[config.mk]
export PLATFORM = sky130hd
export DESIGN_NAME = hb_interlock
export DESIGN_NICKNAME = d
export VERILOG_FILES = /design/src/rtl/hb_interlock.sv
export SDC_FILE = /design/constraint.sdc
export NUM_CORES = 1
export LEC_CHECK = 0
export ABC_AREA = 1
export BUFFER_PORTS_ARGS = -buffer_cell sky130_fd_sc_hd__buf_2
export CORE_UTILIZATION = 40
export CTS_CLUSTER_SIZE = 40
export DETAILED_ROUTE_END_ITERATION = 8
export SETUP_SLACK_MARGIN = 0.5
export SLEW_MARGIN = 20
export SYNTH_ARGS = -nofsm -noshare
export SYNTH_HDL_FRONTEND = slang
export SYNTH_SLANG_ARGS = --single-unit
[constraint.sdc]
create_clock -name clk -period 1.6 [get_ports clk]
set_input_delay 0.4 -clock clk [delete_from_list [all_inputs] [get_ports clk]]
set_output_delay 0.4 -clock clk [all_outputs]
set_load 0.005 [all_outputs]
[src/rtl/hb_interlock.sv]
`timescale 1ns/1ps
module hb_interlock #(
  parameter int DT_LH  = 22,
  parameter int DT_HL  = 15,
  parameter int LS_DLY = 3
) (
  input  logic clk,
  input  logic rst_n,
  input  logic hs_cmd_n,
  input  logic ls_cmd,
  input  logic uv_lo,
  input  logic uv_hi,
  output logic hs_en,
  output logic ls_en
);
  localparam int CMAX = (DT_LH > DT_HL) ? DT_LH : DT_HL;
  localparam int CW   = (CMAX < 1) ? 1 : $clog2(CMAX + 1);
  localparam logic [CW-1:0] LH_C  = CW'(DT_LH);
  localparam logic [CW-1:0] HL_C  = CW'(DT_HL);
  localparam logic [CW-1:0] SAT_C = CW'(CMAX);

  logic hs_req, both_req;
  logic rq_hs, rq_ls, ls_want;
  logic [CW-1:0] hs_off, ls_off;
  logic go_hs, go_ls;

  assign hs_req   = ~hs_cmd_n;
  assign both_req = hs_req & ls_cmd;

  always_ff @(posedge clk or negedge rst_n)
    if (!rst_n) begin
      rq_hs <= 1'b0;
      rq_ls <= 1'b0;
    end else if (!both_req) begin
      rq_hs <= hs_req;
      rq_ls <= ls_cmd;
    end

  generate
    if (LS_DLY == 0) begin : g_nodly
      assign ls_want = rq_ls;
    end else begin : g_dly
      logic [LS_DLY-1:0] sh;
      always_ff @(posedge clk or negedge rst_n)
        if (!rst_n) sh <= '0;
        else        sh <= (sh << 1) | LS_DLY'(rq_ls);
      assign ls_want = sh[LS_DLY-1];
    end
  endgenerate

  always_ff @(posedge clk or negedge rst_n)
    if (!rst_n) begin
      hs_off <= '0;
      ls_off <= '0;
    end else begin
      hs_off <= hs_en ? '0 : ((hs_off == SAT_C) ? hs_off : hs_off + 1'b1);
      ls_off <= ls_en ? '0 : ((ls_off == SAT_C) ? ls_off : ls_off + 1'b1);
    end

  assign go_hs = rq_hs & ~ls_en & ~ls_want & (ls_off >= LH_C);
  assign go_ls = ls_want & ~hs_en & ~rq_hs & (hs_off >= HL_C);

  always_ff @(posedge clk or negedge rst_n)
    if (!rst_n) begin
      hs_en <= 1'b0;
      ls_en <= 1'b0;
    end else begin
      hs_en <= rq_hs & ~uv_lo & ~uv_hi & (hs_en | go_hs);
      ls_en <= ls_want & ~uv_lo & (ls_en | go_ls);
    end
endmodule


==> impl_metrics.py, run 1 <==
metrics = {
    "run_status": {
        "status": "complete, no violations",
    },
    "critical_path": {
        "cp.buffers_inverters": 1,
        "path_cells": "buf_2",
        "crit_slowest_cell": "dfrtp_1",
        "critPathKind": "flop to output pin",
        "crit_family": "flip-flops",
        "crit_path_max_incr_delay_ns": 0.40,
        "cp.arrival_ns": 0.82,
        "crit_path_end_kind": "output pin",
        "cp-start-kind": "flop",
        "cp.required_ns": 1.20,
        "crit_fanout": 2,
    },
    "logic_synthesis": {
        "muxShareOfSynthArea": 0,
        "synth-compound-area-share": 0.0593,
        "yosys.area.top_type_share": 0.545,
        "synth.yosys.seq_area_share": 0.545,
        "synthCells": 85,
        "ys.flop_type": "dfrtp_1",
        "synth-seq-cells": 17,
        "syn_area_um2": 781,
        "ys_async_sr_fraction": 1.00,
        "synth_common_cells": "17 x dfrtp_1, 17 x nand2_1, 17 x nor2_1",
        "synth_edf_count": 0,
        "avgSynthCellArea_um2": 9.19,
        "synthesis.nets": 96,
        "synth_top_family_by_area": "simple AND/OR/NAND/NOR gates",
        "synthXorXnorAreaFrac": 0.0449,
        "synth_area_leaders": "dfrtp_1 54%, nand2_1 8.2%, nor2_1 8.2%, ha_1 8.0%, inv_1 5.3%",
        "synth_top_area_cell": "dfrtp_1",
        "yosysWarnings": 0,
        "synth_cell_types": 13,
        "synth-adder-area-share": 0.0801,
        "yosys.area_share.simple": 0.218,
    },
    "timing": {
        "drv_slew": 0,
        "finalCritPeriodShare": 0.760,
        "hold_violations": 0,
        "relSlewSlack": 0.746,
        "max_freq_mhz": 822,
        "period_needed_ns": 1.22,
        "setup_violations": 0,
        "rsz0062_at_grt": "true",
        "setup_tns_ns": 0,
        "finalClockSkew_ns": 0.00137,
        "worst_pin_slew_ns": 0.380,
    },
    "floorplan": {
        "ios": 8,
        "die-area_mm2": 0.00213,
        "start_util": 0.438,
        "rows": 15,
        "die_x_um": 46.2,
        "core_mm2": 0.00178,
        "fp.dieH_um": 46.2,
    },
    "place": {
        "port_buffers": 7,
        "dp_hpwl_um": 871,
        "routabilityCongestion": 0.747,
    },
    "cts": {
        "cts_tree": "yes",
        "cts_root_buffer": "clkbuf_4",
        "htree_levels": 1,
        "clk_pin_slew_ns": 0.10,
        "ctsHoldBuffers": 0,
        "cts_inserted_buffers": 3,
        "clk_path_buf_depth": 2,
        "clk_latency_ns": 0.29,
        "cts.sinks": 17,
    },
    "power": {
        "p_leak_nw": 0.510,
        "finalPower_mw": 1.76,
        "p_per_area_mw_per_mm2": 1720,
        "vdd_drop_max_v": 0.000802,
    },
    "final_layout": {
        "diodes": 0,
        "layout-area-overhead-vs-synth_pct": 30.8,
        "drive_above_1_share": 0.377,
        "layout.nets": 118,
        "fin_util": 0.573,
    },
    "routing": {
        "vias_per_cell": 4.66,
        "routedWlPerCell_um": 11.4,
        "final_antenna_net_count": 0,
        "first_pass_iters": 4,
        "drt_iter0_drc": 11,
        "via_count": 610,
        "remaining_drc_errors": 0,
        "wl_um": 1490,
    },
    "global_routing": {
        "grt_overflow": 0,
        "grt_usage": 0.167,
        "grt_pass1_wl_um": 2400,
        "grt_max_degree": 18,
        "grt_pass1_vias": 569,
        "antenna_found_initial": 0,
    },
    "flow_run": {
        "cap_violations": 0,
    },
    "hold_path": {
        "holdCritPathClass": "primary input to async pin",
    },
}
## final cells by class
type | count | area (um^2)
well taps | 25 | 31.3
flip-flops and latches | 17 | 425
clock buffers | 3 | 22.5
repair buffers | 17 | 114
multi-input cells | 57 | 382
fillers | 162 | 762
inverters | 11 | 41.3
clock inverters | 1 | 5.00
## where the power goes
group | switching (mW) | internal [mW] | leakage (nW)
sequential | 0.149 | 0.574 | 0.209
clock | 0.142 | 0.0930 | 0.0177
combinational | 0.399 | 0.399 | 0.284
total | 0.690 | 1.07 | 0.510
## metrics by stage
stage          hold slack (ns)  cell area [um^2]  cells  worst slack, ns
2_1_floorplan            0.104               783     85            0.419
3_3_place_gp             0.337               850    117            0.384
3_5_place_dp             0.343               850    117            0.352
4_1_cts                 0.0202               946    129            0.378
5_1_grt                 0.0245              1020    131            0.286
6_report               0.00782              1020    131            0.384
## kinds of logic after synthesis
| logic type | count (synthesis) |
|---|---|
| AND/OR/NAND/NOR | 39 |
| AO/OA/AOI/OAI | 9 |
| buffers and inverters | 11 |
| XOR/XNOR | 4 |
| flip-flops | 17 |
| adder cells (fa/ha/maj) | 5 |
## layer usage
| layer | track usage | vias up | share of wire |
|---|---|---|---|
| li1 | - | 309 | - |
| met1 | 0.212 | 285 | 0.47 |
| met2 | 0.254 | 12 | 0.48 |
| met3 | 0.0235 | 4 | 0.030 |
| met4 | 0.129 | 0 | 0.023 |
| met5 | 0 | - | 0 |
## registers in the layout, indices dropped and copies added, names as in the netlist
signal	flops
hs_en	1
ls_en	1
hs_off	5
rq_hs	1
g_dly.sh	3
rq_ls	1
ls_off	5
## timing repair
item,in CTS,in global routing
endpoints found under the setup margin,12,14
resized for setup,3,19
hold endpoints to repair,0,0
pin swaps,3,7
setup buffers,8,2
## layout by cell type, fill, tap and decap left out, drive strengths merged
cell    count
nand2      17
o21ai       3
clkbuf      3
dfrtp      17
xor2        3
a21oi       5
clkinv      1
nand4       2
a31oi       1
inv        11
xnor2       1
buf        17
ha          5
nor2       17
nand3       3
## path summary, 6_finish.rpt
check | startpoint | end | slack [ns] | depth (start not counted)
max reg2reg | hs_off[0]$_DFFE_PN0P_ | ls_en$_DFF_PN0_ | 0.39 | 8
max | ls_en$_DFF_PN0_ | ls_en | 0.38 | 1
min in group clk | hs_cmd_n | rq_hs$_DFFE_PN0N_ | 0.27 | 2
min | rst_n | ls_off[3]$_DFFE_PN0P_ | 0.008 | 1
max in group asynchronous | rst_n | hs_off[3]$_DFFE_PN0P_ | 1.32 | 1
min reg2reg | g_dly.sh[0]$_DFF_PN0_ | g_dly.sh[1]$_DFF_PN0_ | 0.36 | 0
Power figures use the tool's default switching activity.
==> run 2: changes to the inputs <==
==> constraint.sdc (replaced) <==
create_clock -name clk -period 1.1 [get_ports clk]
set_input_delay 0.275 -clock clk [delete_from_list [all_inputs] [get_ports clk]]
set_output_delay 0.275 -clock clk [all_outputs]
set_load 0.005 [all_outputs]
==> run 2 against run 1 <==
  * The run now ends with negative hold slack, negative setup slack left
  * Combinational power grew 100%
  * Clock skew increased by 0.0024 ns
  * First-iteration DRC count down 18%
  * Final cell count increased by 6.1%
  * Hold slack worse by 0.10 ns
  * Clock-buffer cell count increased by 1
  * Critical path type is now flop to flop
  * Critical endpoint is now ls_en$_DFF_PN0_
  * Highest routed layer unchanged
==> impl_metrics.py, run 2 (synthesized netlist as in run 1, its figures left out) <==
metrics = {
    "global_routing": {
        "grt_pass1_vias": 609,
        "grt_max_degree": 18,
        "grt_pass1_wl_um": 2590,
        "grt_usage": 0.179,
        "antenna_found_initial": 0,
        "grt_overflow": 0,
    },
    "run_status": {
        "status": "finished, violations left",
        "failed_checks": "negative hold slack, negative setup slack",
    },
    "timing": {
        "setup_tns_ns": -0.995,
        "rsz0062_at_grt": "true",
        "finalClockSkew_ns": 0.00376,
        "setup_violations": 11,
        "worst_pin_slew_ns": 0.392,
        "drv_slew": 0,
        "setup_ws_ns": -0.166,
        "period_needed_ns": 1.27,
        "max_freq_mhz": 790,
        "hold_violations": 17,
        "finalCritPeriodShare": 1.15,
        "hold_ws_ns": -0.0958,
        "relSlewSlack": 0.739,
    },
    "routing": {
        "met3_length_um": 46,
        "routed.top_layer": "met4",
        "routedWlPerCell_um": 12.6,
        "wl_met1_um": 773,
        "final_antenna_net_count": 0,
        "wl_um": 1760,
        "vias_per_cell": 4.77,
        "via_count": 663,
        "drt_iter0_drc": 9,
        "route.met2.wl_um": 911,
        "remaining_drc_errors": 0,
        "first_pass_iters": 4,
    },
    "hold_path": {
        "holdCritPathClass": "primary input to async pin",
    },
    "floorplan": {
        "fp.dieH_um": 46.2,
        "core_mm2": 0.00178,
        "ios": 8,
        "rows": 15,
        "start_util": 0.438,
        "die_x_um": 46.2,
        "die-area_mm2": 0.00213,
    },
    "power": {
        "p_per_area_mw_per_mm2": 2700,
        "finalPower_mw": 3.01,
        "vdd_drop_max_v": 0.00154,
        "p_leak_nw": 0.554,
    },
    "cts": {
        "cts_tree": "yes",
        "clk_latency_ns": 0.28,
        "clk_pin_slew_ns": 0.10,
        "cts.sinks": 17,
        "clk_path_buf_depth": 2,
        "cts_root_buffer": "clkbuf_4",
        "htree_levels": 1,
        "cts_inserted_buffers": 3,
    },
    "critical_path": {
        "crit_path_max_incr_delay_ns": 0.40,
        "crit_path_end_kind": "flop",
        "cp-start-kind": "flop",
        "crit_slowest_cell": "dfrtp_1",
        "path_cells": "ha_2 -> nand2_1 -> nor2_1 -> ha_2 -> nor2_1 -> nand2_1 -> nand2_1 -> a21oi_1",
        "critPathKind": "flop to flop",
        "cp.required_ns": 1.31,
        "crit_top_cell": "nand2_1",
        "crit_family": "flip-flops",
        "cp.buffers_inverters": 0,
        "cp.arrival_ns": 1.47,
        "crit_fanout": 3,
    },
    "final_layout": {
        "layout_common_cells": "16 x dfrtp_1, 15 x nor2_1, 14 x nand2_1",
        "multi_input_area_um2": 397,
        "fin_util": 0.625,
        "final_common_cell": "dfrtp_1",
        "regArea_um2": 427,
        "diodes": 0,
        "layout-area-overhead-vs-synth_pct": 42.6,
        "layout.nets": 126,
        "n_fill_cell": 162,
        "top_regs": "hs_off x5, ls_off x5, g_dly.sh x3",
        "fin_area_mm2": 0.00111,
        "drive_above_1_share": 0.430,
    },
    "place": {
        "port_buffers": 7,
        "place_area_um2": 925,
        "dp_hpwl_um": 1010,
        "routabilityCongestion": 0.743,
    },
    "flow_run": {
        "cap_violations": 0,
    },
}
## run 2: cell count changes in the layout (fill, tap and decap cells not counted), sizes merged
| cell | before | now |
|---|---|---|
| clkinv | 1 | 0 |
| clkbuf | 3 | 4 |
| buf | 17 | 25 |
## run 2: routing by layer
metal	track usage	vias up
met4	0.0706	0
met5	0	-
met1	0.219	322
met2	0.307	13
li1	-	324
met3	0.0353	4
## run 2: per-stage QoR
stage,setup slack (ns),std cells
3_3_place_gp,-0.0820,126
4_1_cts,-0.119,137
3_5_place_dp,-0.111,126
5_1_grt,-0.250,139
6_report,-0.166,139
2_1_floorplan,-0.0806,85
## run 2: final cells by class
type | count | area share
sequential | 17 | 0.383
timing repair buffer | 25 | 0.170
clock buffer | 4 | 0.0236
tap | 25 | 0.0281
inverter | 11 | 0.0393
multi-input combinational | 57 | 0.356
## run 2: path summary, 6_finish.rpt
kind | endpoint | slack (ns) | depth (start not counted) | start
setup / recovery | ls_en$_DFF_PN0_ | -0.17 | 8 | hs_off[0]$_DFFE_PN0P_
hold / removal | ls_off[4]$_DFFE_PN0P_ | -0.1 | 1 | rst_n
setup reg to reg | ls_en$_DFF_PN0_ | -0.17 | 8 | hs_off[0]$_DFFE_PN0P_
hold reg to reg | g_dly.sh[1]$_DFF_PN0_ | 0.35 | 0 | g_dly.sh[0]$_DFF_PN0_
max in group asynchronous | ls_off[1]$_DFFE_PN0P_ | 0.89 | 1 | rst_n
min in group clk | rq_hs$_DFFE_PN0N_ | 0.16 | 2 | hs_cmd_n
## run 2: where the power goes
part / switching (mW) / internal [mW] / total, mW
combinational: 0.730 / 0.901 / 1.63
sequential: 0.218 / 0.840 / 1.06
clock: 0.180 / 0.140 / 0.321
total: 1.13 / 1.88 / 3.01
## run 2: timing repair
action	CTS	global route
setup endpoints to repair	16	16
pin swaps	12	8
resized for setup	12	16
setup buffers	7	2
endpoints found under the hold margin	17	17
## run 2: worst reg2reg max path: cells and delay by family, from the launching register on
family | cells | cell delay, ns
adders and majority gates | 2 | 0.37
and+or+nand+nor | 5 | 0.31
AOI/OAI and AO/OA | 1 | 0.13
DFF | 1 | 0.40
